===== src/rtl/rtc_pkg.sv =====
package rtc_pkg;
    localparam int BYTE_W  = 8;
    localparam int NBYTES  = 8;
    localparam int IDX_W   = $clog2(NBYTES);
    localparam int OFS_W   = IDX_W + $clog2(BYTE_W);
    localparam int TIME_W  = BYTE_W * NBYTES;
    localparam int H24_BIT = 7;
    localparam int PM_BIT  = 5;

    typedef struct packed {
        logic [7:0] cent;
        logic [7:0] dow;
        logic [7:0] year;
        logic [7:0] month;
        logic [7:0] date;
        logic [7:0] hour;
        logic [7:0] min;
        logic [7:0] sec;
    } rtc_time_t;

    function automatic logic [7:0] bcd_inc(input logic [7:0] v);
        if (v[3:0] == 4'h9) return {v[7:4] + 4'h1, 4'h0};
        return {v[7:4], v[3:0] + 4'h1};
    endfunction

    function automatic logic [6:0] bcd_to_bin(input logic [7:0] v);
        return {3'b000, v[7:4]} * 7'd10 + {3'b000, v[3:0]};
    endfunction

    function automatic logic [7:0] last_day(input logic [7:0] mo, input logic [7:0] yr);
        logic [6:0] y;
        y = bcd_to_bin(yr);
        case (mo)
            8'h02:                      return (y[1:0] == 2'b00) ? 8'h29 : 8'h28;
            8'h04, 8'h06, 8'h09, 8'h11: return 8'h30;
            default:                    return 8'h31;
        endcase
    endfunction
endpackage


===== src/rtl/rtc_stage_buf.sv =====
module rtc_stage_buf
    import rtc_pkg::*;
(
    input  logic             clk,
    input  logic             rst_n,
    input  logic             wr_en,
    input  logic [IDX_W-1:0] wr_addr,
    input  logic [7:0]       wr_data,
    input  logic             commit,
    input  logic             abort,
    output rtc_time_t        staged,
    output logic             commit_ok
);
    typedef struct packed {
        logic [TIME_W-1:0] data;
        logic [NBYTES-1:0] valid;
    } stage_st_t;

    stage_st_t st_d, st_q;

    always_comb begin
        st_d = st_q;
        if (commit || abort) begin
            st_d.valid = '0;
        end else if (wr_en) begin
            st_d.data[{wr_addr, 3'b000} +: BYTE_W] = wr_data;
            st_d.valid[wr_addr] = 1'b1;
        end
    end

    always_ff @(posedge clk or negedge rst_n) begin
        if (!rst_n) st_q <= '0;
        else        st_q <= st_d;
    end

    assign staged    = rtc_time_t'(st_q.data);
    assign commit_ok = commit && (&st_q.valid);

    p_discard_r9: assert property (@(posedge clk) disable iff (!rst_n)
        (commit || abort) |=> (st_q.valid == '0));
    p_write_r8: assert property (@(posedge clk) disable iff (!rst_n)
        (wr_en && !commit && !abort) |=> st_q.valid[$past(wr_addr)]);
endmodule


===== src/rtl/rtc_time_core.sv =====
module rtc_time_core
    import rtc_pkg::*;
#(
    parameter logic [7:0] RESET_CENT = 8'h20,
    parameter bit         RESET_24H  = 1'b1
) (
    input  logic      clk,
    input  logic      rst_n,
    input  logic      tick,
    input  logic      run,
    input  logic      load,
    input  rtc_time_t load_val,
    output rtc_time_t now
);
    localparam rtc_time_t RESET_TIME = '{
        cent: RESET_CENT, dow: 8'h00, year: 8'h00, month: 8'h01,
        date: 8'h01, hour: (RESET_24H ? 8'h80 : 8'h12), min: 8'h00, sec: 8'h00};

    rtc_time_t now_d, now_q;
    logic       step, c_sec, c_min, c_day, c_mon, c_yr;
    logic [7:0] hr_tmp;

    assign step = tick && run && !load;

    always_comb begin
        now_d  = now_q;
        c_sec  = 1'b0;
        c_min  = 1'b0;
        c_day  = 1'b0;
        c_mon  = 1'b0;
        c_yr   = 1'b0;
        hr_tmp = '0;
        if (load) begin
            now_d = load_val;
        end else if (step) begin
            c_sec     = (now_q.sec == 8'h59);
            now_d.sec = c_sec ? 8'h00 : bcd_inc(now_q.sec);
            if (c_sec) begin
                c_min     = (now_q.min == 8'h59);
                now_d.min = c_min ? 8'h00 : bcd_inc(now_q.min);
            end
            if (c_min) begin
                if (now_q.hour[H24_BIT]) begin
                    hr_tmp = bcd_inc({2'b00, now_q.hour[5:0]});
                    if (now_q.hour[5:0] == 6'h23) begin
                        now_d.hour = 8'h80;
                        c_day      = 1'b1;
                    end else begin
                        now_d.hour = {2'b10, hr_tmp[5:0]};
                    end
                end else begin
                    hr_tmp = bcd_inc({3'b000, now_q.hour[4:0]});
                    if (now_q.hour[4:0] == 5'h12) begin
                        now_d.hour = {2'b00, now_q.hour[PM_BIT], 5'h01};
                    end else if (now_q.hour[4:0] == 5'h11) begin
                        now_d.hour = {2'b00, ~now_q.hour[PM_BIT], 5'h12};
                        c_day      = now_q.hour[PM_BIT];
                    end else begin
                        now_d.hour = {2'b00, now_q.hour[PM_BIT], hr_tmp[4:0]};
                    end
                end
            end
            if (c_day) begin
                now_d.dow = (now_q.dow == 8'h06) ? 8'h00 : now_q.dow + 8'h01;
                c_mon     = (now_q.date == last_day(now_q.month, now_q.year));
                now_d.date = c_mon ? 8'h01 : bcd_inc(now_q.date);
            end
            if (c_mon) begin
                c_yr        = (now_q.month == 8'h12);
                now_d.month = c_yr ? 8'h01 : bcd_inc(now_q.month);
            end
            if (c_yr) begin
                now_d.year = (now_q.year == 8'h99) ? 8'h00 : bcd_inc(now_q.year);
                if (now_q.year == 8'h99)
                    now_d.cent = (now_q.cent == 8'h99) ? 8'h00 : bcd_inc(now_q.cent);
            end
        end
    end

    always_ff @(posedge clk or negedge rst_n) begin
        if (!rst_n) now_q <= RESET_TIME;
        else        now_q <= now_d;
    end

    assign now = now_q;

    p_halt_r11: assert property (@(posedge clk) disable iff (!rst_n)
        (!run && !load) |=> $stable(now_q));
    p_sec_wrap_r1: assert property (@(posedge clk) disable iff (!rst_n)
        (step && now_q.sec == 8'h59) |=> (now_q.sec == 8'h00));
    p_min_hold_r1: assert property (@(posedge clk) disable iff (!rst_n)
        (step && now_q.sec != 8'h59) |=> $stable(now_q.min));
    p_h24_wrap_r2: assert property (@(posedge clk) disable iff (!rst_n)
        (step && now_q.sec == 8'h59 && now_q.min == 8'h59 && now_q.hour == 8'hA3)
        |=> (now_q.hour == 8'h80));
    p_pm_toggle_r3: assert property (@(posedge clk) disable iff (!rst_n)
        (step && now_q.sec == 8'h59 && now_q.min == 8'h59 && !now_q.hour[H24_BIT]
         && now_q.hour[4:0] == 5'h11)
        |=> (now_q.hour[PM_BIT] != $past(now_q.hour[PM_BIT])));
    p_month_end_r4: assert property (@(posedge clk) disable iff (!rst_n)
        (c_day && now_q.date == last_day(now_q.month, now_q.year)) |=> (now_q.date == 8'h01));
    p_dow_step_r6: assert property (@(posedge clk) disable iff (!rst_n)
        c_day |=> (now_q.dow != $past(now_q.dow)));
    p_load_r8: assert property (@(posedge clk) disable iff (!rst_n)
        load |=> (now_q == $past(load_val)));
endmodule


===== src/rtl/rtc_snapshot.sv =====
module rtc_snapshot
    import rtc_pkg::*;
(
    input  logic             clk,
    input  logic             rst_n,
    input  logic             snap,
    input  rtc_time_t        live,
    input  logic [IDX_W-1:0] rd_addr,
    output logic [7:0]       rd_data
);
    logic [TIME_W-1:0] snap_d, snap_q;

    always_comb begin
        snap_d = snap_q;
        if (snap) snap_d = live;
    end

    always_ff @(posedge clk or negedge rst_n) begin
        if (!rst_n) snap_q <= '0;
        else        snap_q <= snap_d;
    end

    logic [OFS_W-1:0] rd_ofs;
    assign rd_ofs  = {rd_addr, 3'b000};
    assign rd_data = snap_q[rd_ofs +: BYTE_W];

    p_capture_r7: assert property (@(posedge clk) disable iff (!rst_n)
        snap |=> (snap_q == $past(live)));
    p_hold_r7: assert property (@(posedge clk) disable iff (!rst_n)
        !snap |=> $stable(snap_q));
endmodule


===== src/rtl/rtc_calendar.sv =====
module rtc_calendar
    import rtc_pkg::*;
#(
    parameter logic [7:0] RESET_CENT = 8'h20,
    parameter bit         RESET_24H  = 1'b1
) (
    input  logic             clk,
    input  logic             rst_n,
    input  logic             tick_1hz,
    input  logic             wr_en,
    input  logic [IDX_W-1:0] wr_addr,
    input  logic [7:0]       wr_data,
    input  logic             commit,
    input  logic             abort,
    input  logic             snap,
    input  logic [IDX_W-1:0] rd_addr,
    output logic [7:0]       rd_data,
    output logic             running
);
    rtc_time_t staged, live;
    logic      commit_ok;
    logic      run_d, run_q;

    always_comb begin
        run_d = run_q;
        if (wr_en) run_d = 1'b1;
    end

    always_ff @(posedge clk or negedge rst_n) begin
        if (!rst_n) run_q <= 1'b0;
        else        run_q <= run_d;
    end

    assign running = run_q;

    rtc_stage_buf u_stage (
        .clk(clk), .rst_n(rst_n), .wr_en(wr_en), .wr_addr(wr_addr),
        .wr_data(wr_data), .commit(commit), .abort(abort),
        .staged(staged), .commit_ok(commit_ok)
    );

    rtc_time_core #(.RESET_CENT(RESET_CENT), .RESET_24H(RESET_24H)) u_core (
        .clk(clk), .rst_n(rst_n), .tick(tick_1hz), .run(run_q),
        .load(commit_ok), .load_val(staged), .now(live)
    );

    rtc_snapshot u_snap (
        .clk(clk), .rst_n(rst_n), .snap(snap), .live(live),
        .rd_addr(rd_addr), .rd_data(rd_data)
    );

    p_run_sticky_r11: assert property (@(posedge clk) disable iff (!rst_n)
        run_q |=> run_q);
    p_no_commit_r9: assert property (@(posedge clk) disable iff (!rst_n)
        (!commit_ok && !(tick_1hz && run_q)) |=> $stable(live));
endmodule


===== config.mk =====
export PLATFORM = sky130hd
export DESIGN_NAME = rtc_calendar
export DESIGN_NICKNAME = d
export VERILOG_FILES = /design/src/rtl/rtc_pkg.sv /design/src/rtl/rtc_stage_buf.sv /design/src/rtl/rtc_time_core.sv /design/src/rtl/rtc_snapshot.sv /design/src/rtl/rtc_calendar.sv
export SDC_FILE = /design/constraint.sdc
export NUM_CORES = 1
export LEC_CHECK = 0
export BUFFER_PORTS_ARGS = -buffer_cell sky130_fd_sc_hd__buf_2
export CAP_MARGIN = 20
export CORE_MARGIN = 2
export CORE_UTILIZATION = 45
export CTS_CLUSTER_SIZE = 8
export DETAILED_ROUTE_END_ITERATION = 10
export PLACE_DENSITY_LB_ADDON = 0.15
export SLEW_MARGIN = 40
export SYNTH_ARGS = -nofsm -noshare
export SYNTH_HDL_FRONTEND = slang
export SYNTH_SLANG_ARGS = --single-unit

===== constraint.sdc =====
create_clock -name clk -period 8.6 [get_ports clk]
set_input_delay 1.72 -clock clk [delete_from_list [all_inputs] [get_ports clk]]
set_output_delay 1.72 -clock clk [all_outputs]
set_load 0.01 [all_outputs]

== Word level (Yosys, flattened, before mapping) ==
Index checks and enable logic that the tools add are counted.
Cells by class
  bitwise gates (word level): 3
  magnitude comparators: 2
  reductions and logical operators: 40
  add/subtract/negate cells: 18
  eq/ne operators: 24
  muxes and demuxes: 96
  shift operators: 3
  multipliers: 1
Operators with widths (count)
  $mux W8: 34
  $mux W64: 2
  $bwmux W64: 1
  $shift A8 B8 Y64 const A: 1
  $shiftx A64 B7 Y8: 1
  $shiftx A8 B8 Y64: 1
  $add A4 B1 Y4 const B: 13
  $mux W1: 51
  $eq A4 B4 Y1 const B: 7
  $eq A8 B3 Y1 const B: 3
  $mux W6: 4
  $reduce_bool A3 Y1: 7
  $eq A8 B5 Y1 const B: 2
  $eq A8 B7 Y1 const B: 2
  $eq A8 B8 Y1 const B: 2
  $pmux W8 S2: 1
  $reduce_bool A2 Y1: 8
  $reduce_and A3 Y1: 5
  $reduce_and A2 Y1: 7
  $eq A5 B5 Y1 const B: 2
  $mux W5: 2
  $add A8 B1 Y8 const B: 1
  $eq A8 B2 Y1 const B: 1
  $eq A8 B4 Y1 const B: 1
  23 further kinds: 28
Word-level totals
  logic and storage cells: 207
  input bits: 21
  output and inout bits: 9
  register bits: 201

== Longest topological paths before layout ==
Gate-level depths: netlist (run 1).
  depth in word-level cells: 28
  depth in mapped cells: 11
  gate-level depth less buffers: 9

== Cells and area by module ==
A second synthesis (run 1) with hierarchy kept.
Second synthesis, totals
  cell total of the unflattened synthesis: 933
  area total of the unflattened synthesis: 10800.4 um^2
By module, submodules not included
  rtc_time_core: cells an instance 513, seq. area each 1606.5 um^2, area each 4455.5 um^2, instances 1
  rtc_stage_buf: cells an instance 254, seq. area each 1801.7 um^2, area each 3407.0 um^2, instances 1
  rtc_snapshot: cells an instance 164, seq. area each 1601.5 um^2, area each 2906.5 um^2, instances 1
  rtc_calendar: cells an instance 2, seq. area each 25.0 um^2, area each 31.3 um^2, instances 1

== Worst setup path after synthesis (run 1) ==
OpenSTA, ideal clock, no wires.
  path type: input -> output
  start: input port rd_addr[0]
  end: output port rd_data[0]
  required time: 6.880 ns
  buffers on the path: 2
  stages: 4
  path slack: 3.389 ns
  data arrival time: 3.491 ns
  cell sequence: clkbuf_1 > buf_1 > mux4_2 > mux2_2
Between the ends
  cells in the longest elaborated chain, start to end: 1
Ends and longest elaborated chain
  from (decl): line rtc_calendar.sv:16  | input logic [IDX_W-1:0] rd_addr,
  $shiftx A64 B7 Y8: line rtc_snapshot.sv:25  | assign rd_data = snap_q[rd_ofs +: BYTE_W];
  to (decl): line rtc_calendar.sv:17  | output logic [7:0] rd_data,
No other way between the ends.

== Worst setup path in the final report (run 1) ==
  start: input port rd_addr[0]
  end: output port rd_data[3]
The elaborated chain is that of the path after synthesis.

==> results.yml, run 1 <==
timing:
  fin_crit_ps: 4840
  finalSetupViolations: 0
  slew_violations: 0
  hold_slack_ps: 476
  fin_skew_ps: 12.9
  timing.final.hold_violations: 0
  fmax_mhz: 207
  slew_headroom_pct: 46.6
  rsz0062_at_grt: "false"
  setup-tns-final_ps: 0
  tightest_slew_ps: 801
  period_share_pct: 56.2
route:
  drt_iter0_drc: 691
  vias: 7408
  ant_nets: 0
  drc_errors: 0
  first_pass_iters: 8
  wl_per_cell_um: 21.0
  via_per_inst: 5.87
  finalWirelength_um: 26500
cts:
  cts_made_buffers: 29
  ctsHoldBuffers: 0
  cts_tree: "yes"
  clock_sinks: 201
  cts-root-buf: "clkbuf_16"
  clockBufferDepth: 3
  h-tree-depth: 1
  cts_setup_buffers: 0
  cts_resized: 0
  clk_latency_ps: 520
  clk_pin_slew_ps: 50
grt:
  globalRouteOverflowTotal: 0
  grt_pass1_vias: 7058
  grt_pass1_wl_um: 42000
  grt_usage_pct: 22.8
  grt_start_max_net_pins: 72
  antenna_found_initial: 0
final_layout:
  fillers: 2039
  multi_input_area_mm2: 0.00475
  layout-drive-gt1-share_pct: 19.8
  register_area_mm2: 0.00503
  final_nets: 1010
  num_antenna_cells: 0
  synthToLayoutAreaGrowth_pct: 11.6
  final_area_mm2: 0.0113
setup_path:
  startpoint_type: "primary input"
  r2r_cells: 7
  crit_path_max_fanout: 16
  arrival_ps: 3120
  r2r-start: "u_core.now[0]$_DFFE_PN0P_"
  r2r_slack_ps: 5400
  crit_required_ps: 6880
  cp-end-kind: "output port"
  crit_type: "in2out"
  r2r-end: "u_core.now[45]$_DFFE_PN0P_"
placed_design:
  hpwl_um: 18600
  dpl-instance-area_mm2: 0.0104
  io_buffers: 29
  gp_congestion: 0.851
logic_synthesis:
  yosysWarnings: 0
  ys_seq_area_share_pct: 49.9
  synth_enable_flop_cells: 0
  synth-main-ff-cell: "dfrtp_1"
  synth.net_count: 995
  synth.ff_latch_count: 201
  syn-cell-area_mm2: 0.0101
  syn_area_per_cell_um2: 10.7
  synthArstFlopShare_pct: 100
  synth.distinct_cells: 62
  syn-instance-count: 944
power:
  clockPowerShare_pct: 45.5
  power.density_mw_per_mm2: 200
  leakagePower_nw: 5.07
  combPwrFrac_pct: 7.0
  internal_power_w: 0.00170
  swShare_pct: 24.5
  seq_power_share_pct: 47.5
  netSwitchingPower_w: 0.000552
  worst_ir_drop_vdd_uv: 144
die:
  ios: 30
  fp.dieArea_mm2: 0.0236
  placementRows: 54
  die_x_um: 154
  die_y_um: 154
  initial_core_util_pct: 46.1
  design.core.area_mm2: 0.0219
run_status:
  run_status: "completed"
worst_hold_path:
  hold_class: "reg2reg"
  min_from: "u_stage.staged[2]$_DFFE_PN0P_"
  hold-path-endpoint: "u_core.now[2]$_DFFE_PN0P_"
  worstHoldPathCells: 2
flow_run:
  maxCapViolCount: 0
-- metal layers --
layer	wire length [µm]	vias up	global-route usage (%)
met5	0	-	0
met4	486	0	5.11
met3	1340	34	3.75
met2	11500	199	33.5
met1	13100	3690	35.6
li1	-	3485	-
-- cells in the final DEF, fill, tap and decap left out, types with 4 or more instances in the layout --
| cell | count |
|---|---|
| dfrtp_1 | 197 |
| dfstp_2 | 4 |
| nor3_1 | 23 |
| mux4_2 | 16 |
| or4_1 | 10 |
| nand4b_1 | 6 |
| nand2b_1 | 7 |
| o21a_1 | 4 |
| a221o_1 | 6 |
| mux2_2 | 97 |
| nand3_1 | 31 |
| a41oi_1 | 5 |
| buf_2 | 28 |
| a31oi_1 | 24 |
| a22oi_1 | 4 |
| ha_1 | 30 |
| inv_1 | 28 |
| nand2_1 | 102 |
| nor2_1 | 62 |
| nor2b_1 | 9 |
| nor3b_1 | 6 |
| clkbuf_16 | 29 |
| and2_1 | 5 |
| a21oi_1 | 29 |
| o31ai_1 | 11 |
| xnor2_1 | 4 |
| mux2i_1 | 15 |
| nand4_1 | 12 |
| o21ai_0 | 88 |
| and3_1 | 11 |
| clkbuf_1 | 23 |
-- synthesized netlist by cell type, types with 12 or more instances --
cell type	instances	area share, %
mux2_2	97	11
dfrtp_1	197	49
a31oi_1	24	1.5
a21oi_1	29	1.4
nand3_1	31	1.5
clkbuf_1	40	1.5
mux2i_1	15	1.5
mux4_2	16	3.6
ha_1	30	3.7
inv_1	28	1.0
nor2_1	62	2.3
o21ai_0	88	4.4
nand2_1	102	3.8
nand4_1	12	0.74
nor3_1	24	1.2
-- layout make-up --
class                           instances  area share [%]
Sequential cell                       201            44.7
Multi-Input combinational cell        664            42.2
Tap cell                              280            3.11
Inverter                               29           0.966
Clock inverter                          1          0.0778
Timing Repair Buffer                   34            1.77
Clock buffer                           52            7.21
-- per-stage QoR --
stage	power (W)	setup WS, ps	util, %	instances
after floorplan	0.00116	3390	-	944
after global placement	0.00124	3770	47.6	1208
after detailed placement	0.00125	3740	47.7	1208
after CTS	0.00228	3730	51.5	1261
after global routing	0.00235	3650	51.5	1261
final	0.00226	3760	51.5	1261
-- power groups by stage --
stage | registers (W) | logic [W] | clock network [W]
global placement | 0.00108 | 0.000158 | 0
global route | 0.00108 | 0.000183 | 0.00109
finish | 0.00107 | 0.000159 | 0.00103
floorplan | 0.00105 | 0.000110 | 0
detailed placement | 0.00108 | 0.000161 | 0
CTS | 0.00107 | 0.000162 | 0.00105
-- worst max-delay path, stage by stage --
cell    delay [ps]
buf_2          410
mux4_2         570
mux2_2         280
buf_2          140
-- logic make-up (layout without fill, tap and decap cells) --
logic type / count (synthesis) / in the layout / synth area share (%)
AOI/OAI and AO/OA: 190 / 190 / 11.5
xor gates and xnor gates: 6 / 6 / 0.521
adders and majority gates: 30 / 30 / 3.72
buffers and inverters: 79 / 116 / 3.20
DFF: 201 / 201 / 49.9
muxes: 128 / 128 / 15.9
and+or+nand+nor: 310 / 310 / 15.3
-- registers in the layout (all words and copies together) (netlist names) --
signal / cells
u_stage.st_q: 8
u_stage.staged: 64
running: 1
u_core.now: 64
u_snap.snap_q: 64
-- worst max-delay path by stage --
stage          startpoint          to
6_report       rd_addr[0]  rd_data[3]
5_1_grt        rd_addr[0]  rd_data[2]
4_1_cts        rd_addr[0]  rd_data[3]
3_5_place_dp   rd_addr[0]  rd_data[7]
3_3_place_gp   rd_addr[0]  rd_data[7]
2_1_floorplan  rd_addr[0]  rd_data[0]
Note: power is estimated with default switching activity, not from simulation.
==> inputs of run 2 (changes only) <==
- clock period: 8.6 -> 5 ns (I/O delays scaled with it)
==> results.yml, run 2 (synthesis results as in run 1) <==
cts:
  cts_resized: 0
  clk_pin_slew_ps: 40
  clock_sinks: 201
  clk_latency_ps: 540
  cts_setup_buffers: 0
  clockBufferDepth: 3
  ctsHoldBuffers: 0
  cts_made_buffers: 29
  h-tree-depth: 1
  cts-root-buf: "clkbuf_16"
  cts_tree: "yes"
setup_path:
  crit_path_max_fanout: 16
  arrival_ps: 2420
  startpoint_type: "primary input"
  cp-end-kind: "output port"
  crit_required_ps: 4000
  crit_type: "in2out"
timing:
  finalSetupViolations: 0
  period_share_pct: 68.3
  fmax_mhz: 293
  slew_headroom_pct: 46.2
  layout_setup_ws_ps: 1580
  fin_crit_ps: 3420
  timing.final.hold_violations: 0
  tightest_slew_ps: 805
  fin_skew_ps: 14.9
  setup-tns-final_ps: 0
  rsz0062_at_grt: "false"
  slew_violations: 0
die:
  fp.dieArea_mm2: 0.0236
  ios: 30
  die_x_um: 154
  die_y_um: 154
  placementRows: 54
  design.core.area_mm2: 0.0219
  initial_core_util_pct: 46.1
final_layout:
  final_common_cell: "dfrtp_1"
  final_nets: 1010
  layout_common_cells: "dfrtp_1 (197), nand2_1 (102), mux2_2 (97)"
  num_antenna_cells: 0
  synthToLayoutAreaGrowth_pct: 11.9
  fillers: 1989
  layout-drive-gt1-share_pct: 19.9
route:
  vias: 7358
  via_per_inst: 5.83
  ant_nets: 0
  first_pass_iters: 5
  drt_iter0_drc: 628
  finalWirelength_um: 26700
  wl_per_cell_um: 21.2
  drc_errors: 0
grt:
  globalRouteOverflowTotal: 0
  antenna_found_initial: 0
  grt_usage_pct: 23.1
  grt_start_max_net_pins: 129
  grt_pass1_vias: 7091
  grt_pass1_wl_um: 42500
placed_design:
  gp_congestion: 0.860
  io_buffers: 29
  place_ws_ps: 1580
  hpwl_um: 18800
power:
  leakagePower_nw: 5.09
  worst_ir_drop_vdd_uv: 281
  power.density_mw_per_mm2: 346
run_status:
  run_status: "completed"
worst_hold_path:
  hold_class: "in2async"
flow_run:
  maxCapViolCount: 0
## run 2: power breakdown
| group | switching, W | total [W] | internal [W] |
|---|---|---|---|
| Clock | 0.000697 | 0.00178 | 0.00108 |
| Sequential | 0.000120 | 0.00185 | 0.00173 |
| Combinational | 0.000154 | 0.000276 | 0.000122 |
| Total | 0.000971 | 0.00391 | 0.00293 |
## run 2: stage by stage
step	utilization, %	total power [W]	hold WS, ps	cell area [µm²]	cells
finish	51.6	0.00391	476	11300	1262
global placement	47.8	0.00214	459	10500	1208
CTS	51.6	0.00394	479	11300	1262
floorplan	-	0.00200	443	10100	944
global route	51.6	0.00408	498	11300	1262
detailed placement	47.8	0.00215	463	10500	1208
## run 2: cell type report
cell class | instances | area (µm²) | share of cell area (%)
flip-flops and latches | 201 | 5030 | 44.6
multi-input cells | 664 | 4750 | 42.0
inverters | 29 | 109 | 0.963
repair buffers | 34 | 228 | 2.02
clock buffers | 52 | 812 | 7.19
clock inverters | 2 | 17.5 | 0.155
well taps | 280 | 350 | 3.10
## run 2: routing by layer
layer	track usage [%]	up-vias	share of wire [%]
met3	4.31	35	6.3
met4	5.33	0	1.8
met2	34.1	204	43
li1	-	3481	-
met5	0	-	0
met1	35.3	3638	49
## run 2: final timing paths
check | startpoint | end | slack (ps) | cells after the start
setup / recovery | rd_addr[0] | rd_data[2] | 1580 | 4
hold / removal | rst_n | u_core.now[1]$_DFFE_PN0P_ | 480 | 1
setup reg to reg | u_core.now[32]$_DFFE_PN1P_ | u_core.now[57]$_DFFE_PN0P_ | 1950 | 7
hold reg to reg | u_stage.staged[0]$_DFFE_PN0P_ | u_core.now[0]$_DFFE_PN0P_ | 480 | 2
max in group asynchronous | rst_n | u_snap.snap_q[35]$_DFFE_PN0P_ | 3670 | 2
min in group clk | u_stage.staged[0]$_DFFE_PN0P_ | u_core.now[0]$_DFFE_PN0P_ | 480 | 2
## run 2: worst max-delay path: stages
cell    delay [ps]
buf_2          410
mux4_2         570
mux2_2         290
buf_2          140
